<file path="config.mk">
export PLATFORM = sky130hd
export DESIGN_NAME = l1wa_cache
export DESIGN_NICKNAME = d
export VERILOG_FILES = /design/src/rtl/l1wa_pkg.sv /design/src/rtl/l1wa_tags.sv /design/src/rtl/l1wa_data.sv /design/src/rtl/l1wa_ctrl.sv /design/src/rtl/l1wa_cache.sv
export SDC_FILE = /design/constraint.sdc
export NUM_CORES = 2
export LEC_CHECK = 0
export BUFFER_PORTS_ARGS = -buffer_cell sky130_fd_sc_hd__buf_2
export CAP_MARGIN = 20
export CORE_MARGIN = 4
export CORE_UTILIZATION = 40
export CTS_BUF_LIST = sky130_fd_sc_hd__clkbuf_4 sky130_fd_sc_hd__clkbuf_8
export DETAILED_ROUTE_END_ITERATION = 8
export GPL_ROUTABILITY_DRIVEN = 0
export MAX_ROUTING_LAYER = met4
export PLACE_DENSITY = 0.6
export SLEW_MARGIN = 10
export SYNTH_ARGS = -nofsm -noshare
export SYNTH_HDL_FRONTEND = slang
export SYNTH_SLANG_ARGS = --single-unit
</file>
<file path="constraint.sdc">
create_clock -name clk -period 4.5 [get_ports clk]
set_clock_uncertainty 0.15 [all_clocks]
set_input_delay 0.225 -clock clk [delete_from_list [all_inputs] [get_ports clk]]
set_output_delay 0.225 -clock clk [all_outputs]
set_load 0.01 [all_outputs]
</file>
<file path="src/rtl/l1wa_pkg.sv">
package l1wa_pkg;

    typedef enum logic [1:0] {
        CORE_LOAD  = 2'd0,
        CORE_STORE = 2'd1,
        CORE_CAS   = 2'd2,
        CORE_RSVD  = 2'd3
    } core_op_e;

    typedef enum logic [1:0] {
        NL_FETCH = 2'd0,
        NL_WRITE = 2'd1,
        NL_CAS   = 2'd2,
        NL_NONE  = 2'd3
    } nl_op_e;

    typedef enum logic [1:0] {
        ST_IDLE  = 2'd0,
        ST_FILL  = 2'd1,
        ST_STORE = 2'd2,
        ST_CAS   = 2'd3
    } ctrl_state_e;

    // Loads and the reserved code share the load path.
    function automatic logic is_load(input core_op_e op);
        return (op == CORE_LOAD) || (op == CORE_RSVD);
    endfunction

endpackage

</file>
<file path="src/rtl/l1wa_tags.sv">
module l1wa_tags #(
    parameter int LINES = 8,
    parameter int IDX_W = 3,
    parameter int TAG_W = 5
) (
    input  logic             clk,
    input  logic             rst,
    input  logic [IDX_W-1:0] lk_idx,
    input  logic [TAG_W-1:0] lk_tag,
    output logic             lk_hit,
    output logic             lk_killed,
    input  logic             fill_en,
    input  logic [IDX_W-1:0] fill_idx,
    input  logic [TAG_W-1:0] fill_tag,
    input  logic             inval_en,
    input  logic [IDX_W-1:0] inval_idx
);

    logic [LINES-1:0] valid_q;
    logic [LINES-1:0] killed_q;
    logic [TAG_W-1:0] tag_q [LINES];

    for (genvar g = 0; g < LINES; g++) begin : g_line
        always_ff @(posedge clk) begin
            if (rst) begin
                valid_q[g]  <= 1'b0;
                killed_q[g] <= 1'b0;
                tag_q[g]    <= '0;
            end else if (fill_en && fill_idx == IDX_W'(g)) begin
                valid_q[g]  <= 1'b1;
                killed_q[g] <= 1'b0;
                tag_q[g]    <= fill_tag;
            end else if (inval_en && inval_idx == IDX_W'(g)) begin
                valid_q[g]  <= 1'b0;
                killed_q[g] <= 1'b1;
            end
        end
    end

    logic tag_match;
    always_comb begin
        tag_match = (tag_q[lk_idx] == lk_tag);
        lk_hit    = valid_q[lk_idx] && tag_match;
        lk_killed = !valid_q[lk_idx] && killed_q[lk_idx] && tag_match;
    end

    // an invalidated line is gone on the next cycle
    assert_cas_drops_line_R8: assert property (@(posedge clk) disable iff (rst)
        inval_en |=> !valid_q[$past(inval_idx)]);

    // a refill installs the requested tag
    assert_fill_installs_R2: assert property (@(posedge clk) disable iff (rst)
        fill_en |=> (valid_q[$past(fill_idx)] && tag_q[$past(fill_idx)] == $past(fill_tag)));

endmodule

</file>
<file path="src/rtl/l1wa_data.sv">
module l1wa_data #(
    parameter int DW    = 32,
    parameter int WPL   = 4,
    parameter int LINES = 8,
    parameter int OFF_W = 2,
    parameter int IDX_W = 3
) (
    input  logic               clk,
    input  logic [IDX_W-1:0]   rd_idx,
    input  logic [OFF_W-1:0]   rd_off,
    output logic [DW-1:0]      rd_word,
    input  logic               wr_en,
    input  logic [IDX_W-1:0]   wr_idx,
    input  logic [OFF_W-1:0]   wr_off,
    input  logic [DW-1:0]      wr_data,
    input  logic               fill_en,
    input  logic [IDX_W-1:0]   fill_idx,
    input  logic [DW*WPL-1:0]  fill_line
);

    logic [DW-1:0] words_q [LINES][WPL];

    always_ff @(posedge clk) begin
        for (int l = 0; l < LINES; l++) begin
            for (int w = 0; w < WPL; w++) begin
                if (fill_en && fill_idx == IDX_W'(l)) begin
                    words_q[l][w] <= fill_line[w*DW +: DW];
                end else if (wr_en && wr_idx == IDX_W'(l) && wr_off == OFF_W'(w)) begin
                    words_q[l][w] <= wr_data;
                end
            end
        end
    end

    assign rd_word = words_q[rd_idx][rd_off];

endmodule

</file>
<file path="src/rtl/l1wa_ctrl.sv">
module l1wa_ctrl
    import l1wa_pkg::*;
#(
    parameter int DW     = 32,
    parameter int AW     = 10,
    parameter int OFF_W  = 2,
    parameter int LINE_W = 128
) (
    input  logic              clk,
    input  logic              rst,
    input  logic              req_valid,
    output logic              req_ready,
    input  logic [1:0]        req_op,
    input  logic [AW-1:0]     req_addr,
    input  logic [DW-1:0]     req_wdata,
    input  logic [DW-1:0]     req_cmp,
    input  logic              lk_hit,
    input  logic              lk_killed,
    input  logic [DW-1:0]     rd_word,
    output logic              rsp_valid,
    output logic [DW-1:0]     rsp_rdata,
    output logic              rsp_hit,
    output logic              rsp_inval_miss,
    output logic              nl_req_valid,
    output logic [1:0]        nl_req_op,
    output logic [AW-1:0]     nl_req_addr,
    output logic [DW-1:0]     nl_req_wdata,
    output logic [DW-1:0]     nl_req_cmp,
    input  logic              nl_rsp_valid,
    input  logic [LINE_W-1:0] nl_rsp_data,
    output logic              wr_en,
    output logic              inval_en,
    output logic              fill_en,
    output logic [AW-1:0]     fill_addr
);

    ctrl_state_e   state_q;
    core_op_e      op;
    nl_op_e        nl_op_q;
    logic          accept;
    logic [AW-1:0] lat_addr_q;
    logic          lat_hit_q;
    logic          lat_killed_q;
    logic [OFF_W-1:0] lat_off;

    assign op        = core_op_e'(req_op);
    assign req_ready = (state_q == ST_IDLE);
    assign accept    = req_valid && req_ready;
    assign wr_en     = accept && (op == CORE_STORE) && lk_hit;
    assign inval_en  = accept && (op == CORE_CAS) && lk_hit;
    assign fill_en   = (state_q == ST_FILL) && nl_rsp_valid;
    assign fill_addr = lat_addr_q;
    assign lat_off   = lat_addr_q[OFF_W-1:0];
    assign nl_req_op = nl_op_q;

    always_ff @(posedge clk) begin
        if (rst) begin
            state_q        <= ST_IDLE;
            nl_req_valid   <= 1'b0;
            nl_op_q        <= NL_NONE;
            nl_req_addr    <= '0;
            nl_req_wdata   <= '0;
            nl_req_cmp     <= '0;
            rsp_valid      <= 1'b0;
            rsp_rdata      <= '0;
            rsp_hit        <= 1'b0;
            rsp_inval_miss <= 1'b0;
            lat_addr_q     <= '0;
            lat_hit_q      <= 1'b0;
            lat_killed_q   <= 1'b0;
        end else begin
            nl_req_valid <= 1'b0;
            rsp_valid    <= 1'b0;
            unique case (state_q)
                ST_IDLE: begin
                    if (accept) begin
                        lat_addr_q   <= req_addr;
                        lat_hit_q    <= lk_hit;
                        lat_killed_q <= lk_killed;
                        nl_req_wdata <= req_wdata;
                        nl_req_cmp   <= req_cmp;
                        if (op == CORE_STORE) begin
                            nl_req_valid <= 1'b1;
                            nl_op_q      <= NL_WRITE;
                            nl_req_addr  <= req_addr;
                            state_q      <= ST_STORE;
                        end else if (op == CORE_CAS) begin
                            nl_req_valid <= 1'b1;
                            nl_op_q      <= NL_CAS;
                            nl_req_addr  <= req_addr;
                            state_q      <= ST_CAS;
                        end else if (lk_hit) begin
                            rsp_valid      <= 1'b1;
                            rsp_rdata      <= rd_word;
                            rsp_hit        <= 1'b1;
                            rsp_inval_miss <= 1'b0;
                        end else begin
                            nl_req_valid <= 1'b1;
                            nl_op_q      <= NL_FETCH;
                            nl_req_addr  <= {req_addr[AW-1:OFF_W], {OFF_W{1'b0}}};
                            state_q      <= ST_FILL;
                        end
                    end
                end
                ST_FILL: begin
                    if (nl_rsp_valid) begin
                        rsp_valid      <= 1'b1;
                        rsp_rdata      <= nl_rsp_data[int'(lat_off)*DW +: DW];
                        rsp_hit        <= 1'b0;
                        rsp_inval_miss <= lat_killed_q;
                        state_q        <= ST_IDLE;
                    end
                end
                ST_STORE: begin
                    if (nl_rsp_valid) begin
                        rsp_valid      <= 1'b1;
                        rsp_rdata      <= '0;
                        rsp_hit        <= lat_hit_q;
                        rsp_inval_miss <= 1'b0;
                        state_q        <= ST_IDLE;
                    end
                end
                ST_CAS: begin
                    if (nl_rsp_valid) begin
                        rsp_valid      <= 1'b1;
                        rsp_rdata      <= nl_rsp_data[DW-1:0];
                        rsp_hit        <= lat_hit_q;
                        rsp_inval_miss <= 1'b0;
                        state_q        <= ST_IDLE;
                    end
                end
                default: state_q <= ST_IDLE;
            endcase
        end
    end

    // each accepted store leaves as a next-level write to the same word
    assert_store_forwarded_R4: assert property (@(posedge clk) disable iff (rst)
        (req_valid && req_ready && op == CORE_STORE)
        |=> (nl_req_valid && nl_req_op == NL_WRITE && nl_req_addr == $past(req_addr)));

    // a load hit answers next cycle without next-level traffic
    assert_hit_quiet_R3: assert property (@(posedge clk) disable iff (rst)
        (req_valid && req_ready && is_load(op) && lk_hit)
        |=> (!nl_req_valid && rsp_valid && rsp_hit));

    // line fetches are line-aligned
    assert_fetch_aligned_R2: assert property (@(posedge clk) disable iff (rst)
        (nl_req_valid && nl_req_op == NL_FETCH) |-> (nl_req_addr[OFF_W-1:0] == '0));

    // an invalidation miss is never reported as a hit
    assert_inval_miss_excl_R9: assert property (@(posedge clk) disable iff (rst)
        (rsp_valid && rsp_inval_miss) |-> !rsp_hit);

    // next-level requests are single pulses while the core port is held off
    assert_single_pulse_R10: assert property (@(posedge clk) disable iff (rst)
        nl_req_valid |=> (!nl_req_valid && !req_ready));

endmodule

</file>
<file path="src/rtl/l1wa_cache.sv">
module l1wa_cache #(
    parameter int DW             = 32,
    parameter int AW             = 10,
    parameter int WORDS_PER_LINE = 4,
    parameter int LINES          = 8
) (
    input  logic                         clk,
    input  logic                         rst,
    input  logic                         req_valid,
    output logic                         req_ready,
    input  logic [1:0]                   req_op,
    input  logic [AW-1:0]                req_addr,
    input  logic [DW-1:0]                req_wdata,
    input  logic [DW-1:0]                req_cmp,
    output logic                         rsp_valid,
    output logic [DW-1:0]                rsp_rdata,
    output logic                         rsp_hit,
    output logic                         rsp_inval_miss,
    output logic                         nl_req_valid,
    output logic [1:0]                   nl_req_op,
    output logic [AW-1:0]                nl_req_addr,
    output logic [DW-1:0]                nl_req_wdata,
    output logic [DW-1:0]                nl_req_cmp,
    input  logic                         nl_rsp_valid,
    input  logic [DW*WORDS_PER_LINE-1:0] nl_rsp_data
);

    localparam int OFF_W  = $clog2(WORDS_PER_LINE);
    localparam int IDX_W  = $clog2(LINES);
    localparam int TAG_W  = AW - OFF_W - IDX_W;
    localparam int LINE_W = DW * WORDS_PER_LINE;

    logic [OFF_W-1:0] rq_off;
    logic [IDX_W-1:0] rq_idx;
    logic [TAG_W-1:0] rq_tag;
    logic [AW-1:0]    fill_addr;
    logic             lk_hit, lk_killed;
    logic [DW-1:0]    rd_word;
    logic             wr_en, inval_en, fill_en;

    assign rq_off = req_addr[OFF_W-1:0];
    assign rq_idx = req_addr[OFF_W +: IDX_W];
    assign rq_tag = req_addr[AW-1 -: TAG_W];

    l1wa_tags #(
        .LINES (LINES),
        .IDX_W (IDX_W),
        .TAG_W (TAG_W)
    ) u_tags (
        .clk       (clk),
        .rst       (rst),
        .lk_idx    (rq_idx),
        .lk_tag    (rq_tag),
        .lk_hit    (lk_hit),
        .lk_killed (lk_killed),
        .fill_en   (fill_en),
        .fill_idx  (fill_addr[OFF_W +: IDX_W]),
        .fill_tag  (fill_addr[AW-1 -: TAG_W]),
        .inval_en  (inval_en),
        .inval_idx (rq_idx)
    );

    l1wa_data #(
        .DW    (DW),
        .WPL   (WORDS_PER_LINE),
        .LINES (LINES),
        .OFF_W (OFF_W),
        .IDX_W (IDX_W)
    ) u_data (
        .clk       (clk),
        .rd_idx    (rq_idx),
        .rd_off    (rq_off),
        .rd_word   (rd_word),
        .wr_en     (wr_en),
        .wr_idx    (rq_idx),
        .wr_off    (rq_off),
        .wr_data   (req_wdata),
        .fill_en   (fill_en),
        .fill_idx  (fill_addr[OFF_W +: IDX_W]),
        .fill_line (nl_rsp_data)
    );

    l1wa_ctrl #(
        .DW     (DW),
        .AW     (AW),
        .OFF_W  (OFF_W),
        .LINE_W (LINE_W)
    ) u_ctrl (
        .clk            (clk),
        .rst            (rst),
        .req_valid      (req_valid),
        .req_ready      (req_ready),
        .req_op         (req_op),
        .req_addr       (req_addr),
        .req_wdata      (req_wdata),
        .req_cmp        (req_cmp),
        .lk_hit         (lk_hit),
        .lk_killed      (lk_killed),
        .rd_word        (rd_word),
        .rsp_valid      (rsp_valid),
        .rsp_rdata      (rsp_rdata),
        .rsp_hit        (rsp_hit),
        .rsp_inval_miss (rsp_inval_miss),
        .nl_req_valid   (nl_req_valid),
        .nl_req_op      (nl_req_op),
        .nl_req_addr    (nl_req_addr),
        .nl_req_wdata   (nl_req_wdata),
        .nl_req_cmp     (nl_req_cmp),
        .nl_rsp_valid   (nl_rsp_valid),
        .nl_rsp_data    (nl_rsp_data),
        .wr_en          (wr_en),
        .inval_en       (inval_en),
        .fill_en        (fill_en),
        .fill_addr      (fill_addr)
    );

endmodule

</file>
==> out/results.ini <==
[status]
status=finished clean

[clocking]
clock_path_buffers=3
clk_latency_ns=0.97
root_buffer=clkbuf_8
numCtsBuffers=208
cts_setup_buffers=0
post_cts_resized=0
clock_sinks=1206
cts-htree-levels=4
path_clk_slew_ns=0.07
cts_hold_buf=304
cts_tree=yes

[synthesis]
synth_edf_count=1064
synthCells=3830
ys_ff_latch=1206
avgSynthCellArea_um2=15.7
synth_warnings=0
ys_types=56
syn-num-nets=4040
netlist_area_mm2=0.0602
synth-main-ff-cell=edfxtp_1
ys_async_sr_fraction=0
synth_seq_area_share=0.578

[power_and_ir_drop]
cellPowerDensity_mw_per_mm2=356
p_leak_nw=25.3
ir_drop_v=0.000305

[sta]
finalMaxSlewViolations=0
hold_viol=0
rsz0062_at_grt=no
holdWs_ns=0.0976
min_period_ns=4.40
final-setup-viol-count=0
timing.final.crit_share=0.977
fmax_mhz=227
worst_slew_pin_slew_ns=1.10
tns_ns=0
setup_ws_ns=0.102
worst_slew_margin_rel=0.262

[floorplanning]
die_x_um=396
die_h_um=396
core-area_mm2=0.150
ios=321
placement_rows=142
die-area_mm2=0.157
initial_core_util=0.402

[routing]
routed_wl_um=229000
drtIter0Drc=4971
vias=41100
dr.pass1.iters=6
wl_per_cell_um=34.2
drtAntennaViolNets=0
drc=0
viasPerCell=6.15

[critical_path]
cp_cell_sequence=nor2b_1 -> a2111oi_0 -> a211oi_1 -> xor2_1 -> nor4_2 -> buf_12 -> nand4_4 -> buf_4 -> mux2_1 -> dlygate4sd3_1
arrival_ns=4.96
crit_fanout=44
setup.worst_path.class=reg -> reg
start_kind=flop
end_kind=flop
required_ns=5.06
r2r_start=u_tags.tag_q[0][3]
critPathCapture=u_data.words_q[2][106]
crit_path_start=u_tags.tag_q[0][3]
max_stage_delay_ns=0.57
reg2regPathDepth=10
r2r_slack_ns=0.10
timing.rr.end=u_data.words_q[2][106]
crit_slowest_cell=nand4_4

[grt]
grt_pass1_vias=40800
grt-ovfl-total=0
grt_max_degree=113
antenna_found_initial=23
grt.total_usage=0.295
grt_pass1_wl_um=320000

[placement]
post-place-ws_ns=0.468
io_buffers=320
hpwlAfterDp_um=141000

[layout]
fin_nets=4681
multiInputGateArea_mm2=0.0239
nFillCells=13000
area_growth_syn_to_layout_pct=19.8
seq_area_mm2=0.0348
drive_gt1_frac=0.379

[flow_run]
maxCapViolCount=0

[hold_path]
min_path_type=in -> reg

[worst min-delay path by stage]
stage	startpoint	endpoint	slack [ns]	cells after the start
3_3_place_gp	u_ctrl.nl_req_wdata[25]	u_ctrl.nl_req_wdata[25]	0.29	2
4_1_cts	nl_rsp_data[98]	u_data.words_q[7][2]	0.003	3
5_1_grt	nl_rsp_data[98]	u_data.words_q[1][2]	0.05	3
2_1_floorplan	req_cmp[0]	u_ctrl.nl_req_cmp[0]	0.21	2
3_5_place_dp	u_ctrl.nl_req_cmp[7]	u_ctrl.nl_req_cmp[7]	0.29	2
6_report	nl_rsp_data[87]	u_data.words_q[3][55]	0.1	3
[cells by family after synthesis]
logic type | synth area share
AO/OA/AOI/OAI | 0.0470
XOR/XNOR | 0.000728
adder cells (fa/ha/maj) | 0.000416
buffers and inverters | 0.0273
flip-flops | 0.578
multiplexers | 0.309
AND/OR/NAND/NOR | 0.0373
[layout make-up]
type,instances,share of cell area
clock buffer,315,0.0530
multi-input combinational,2242,0.331
timing repair buffer,806,0.0903
clock inverter,70,0.00687
inverter,7,0.000364
tap,2016,0.0350
antenna,18,0.000625
sequential,1206,0.483
[state kept, by name, indices dropped and copies added, names as in the netlist]
signal and count:
u_tags.tag_q 40, u_ctrl.nl_req_cmp 32, u_ctrl.lat_killed_q 1, u_ctrl.nl_req_valid 1
u_ctrl.rsp_hit 1, u_ctrl.nl_req_addr 10, u_ctrl.fill_addr 10, u_ctrl.nl_req_op 2
u_ctrl.nl_req_wdata 32, u_data.words_q 1024, u_ctrl.lat_hit_q 1, u_ctrl.rsp_inval_miss 1
u_ctrl.rsp_valid 1, u_ctrl.rsp_rdata 32, u_tags.valid_q 8, u_tags.killed_q 8
u_ctrl.state_q 2
[synth_stat cells (10+ instances only)]
library cell  count  area, µm²
buf_1            37        139
nand2_1         209        785
a22o_1           23        201
mux4_2          247       5560
nand3_1          12       60.1
mux2i_1         107       1070
nor2_1           45        169
dfxtp_1         142       2840
mux2_2          582       6550
nor3_1           26        130
clkbuf_1        202        758
a211oi_1         69        518
a31oi_1          10       62.6
mux2_1          481       5420
and2_1           48        300
edfxtp_1       1064      32000
a21oi_1         159        796
a22oi_1          63        473
o21ai_0          10       50.1
nand4_4          27        574
o221ai_1         45        394
buf_2           128        641
[metrics by stage]
| stage | std cells | cell area (µm²) | utilization | total power [mW] |
|---|---|---|---|---|
| 2_1_floorplan | 3830 | 60200 | - | 14.0 |
| 5_1_grt | 6679 | 72100 | 0.482 | 26.5 |
| 3_3_place_gp | 5970 | 64700 | 0.432 | 15.1 |
| 4_1_cts | 6661 | 72100 | 0.482 | 25.8 |
| 3_5_place_dp | 5972 | 64700 | 0.433 | 15.1 |
| 6_report | 6680 | 72100 | 0.482 | 25.6 |
[report_power, final]
part / leakage (nW) / internal, mW / total [mW] / switching [mW]
clock network: 2.30 / 5.62 / 10.5 / 4.86
logic: 12.2 / 1.12 / 2.74 / 1.62
registers: 10.8 / 12.3 / 12.4 / 0.0936
total: 25.3 / 19.1 / 25.6 / 6.57
[worst max-delay path, delay by kind of cell, from the launching register on]
kind | cells | cell delay [ns]
muxes | 1 | 0.32
AOI/OAI and AO/OA | 2 | 0.51
buffers and inverters | 3 | 1.39
and+or+nand+nor | 3 | 1.11
xor gates and xnor gates | 1 | 0.24
DFF | 1 | 0.35
[layout by cell type, fill, tap and decap left out, types with 32 or more instances in the layout]
master and n:
o221ai_1 45, clkbuf_4 82, edfxtp_1 1064, mux2_2 582
nand2_1 176, clkinv_1 37, dlygate4sd3_1 304, and2_1 46
nor2_1 43, a22oi_1 63, a21oi_1 159, mux2_1 481
nand2_2 32, a211oi_1 69, buf_4 142, buf_2 317
mux4_2 247, dfxtp_1 138, buf_12 37, clkbuf_8 233
mux2i_1 107
[layer usage]
layer | GRT usage | share of wire | routed length [µm]
met2 | 0.453 | 0.46 | 106000
met1 | 0.388 | 0.40 | 91500
met5 | - | 0 | 0
met3 | 0.0694 | 0.099 | 22700
met4 | 0.0994 | 0.037 | 8480
Note: power is estimated with default switching activity, not from simulation.
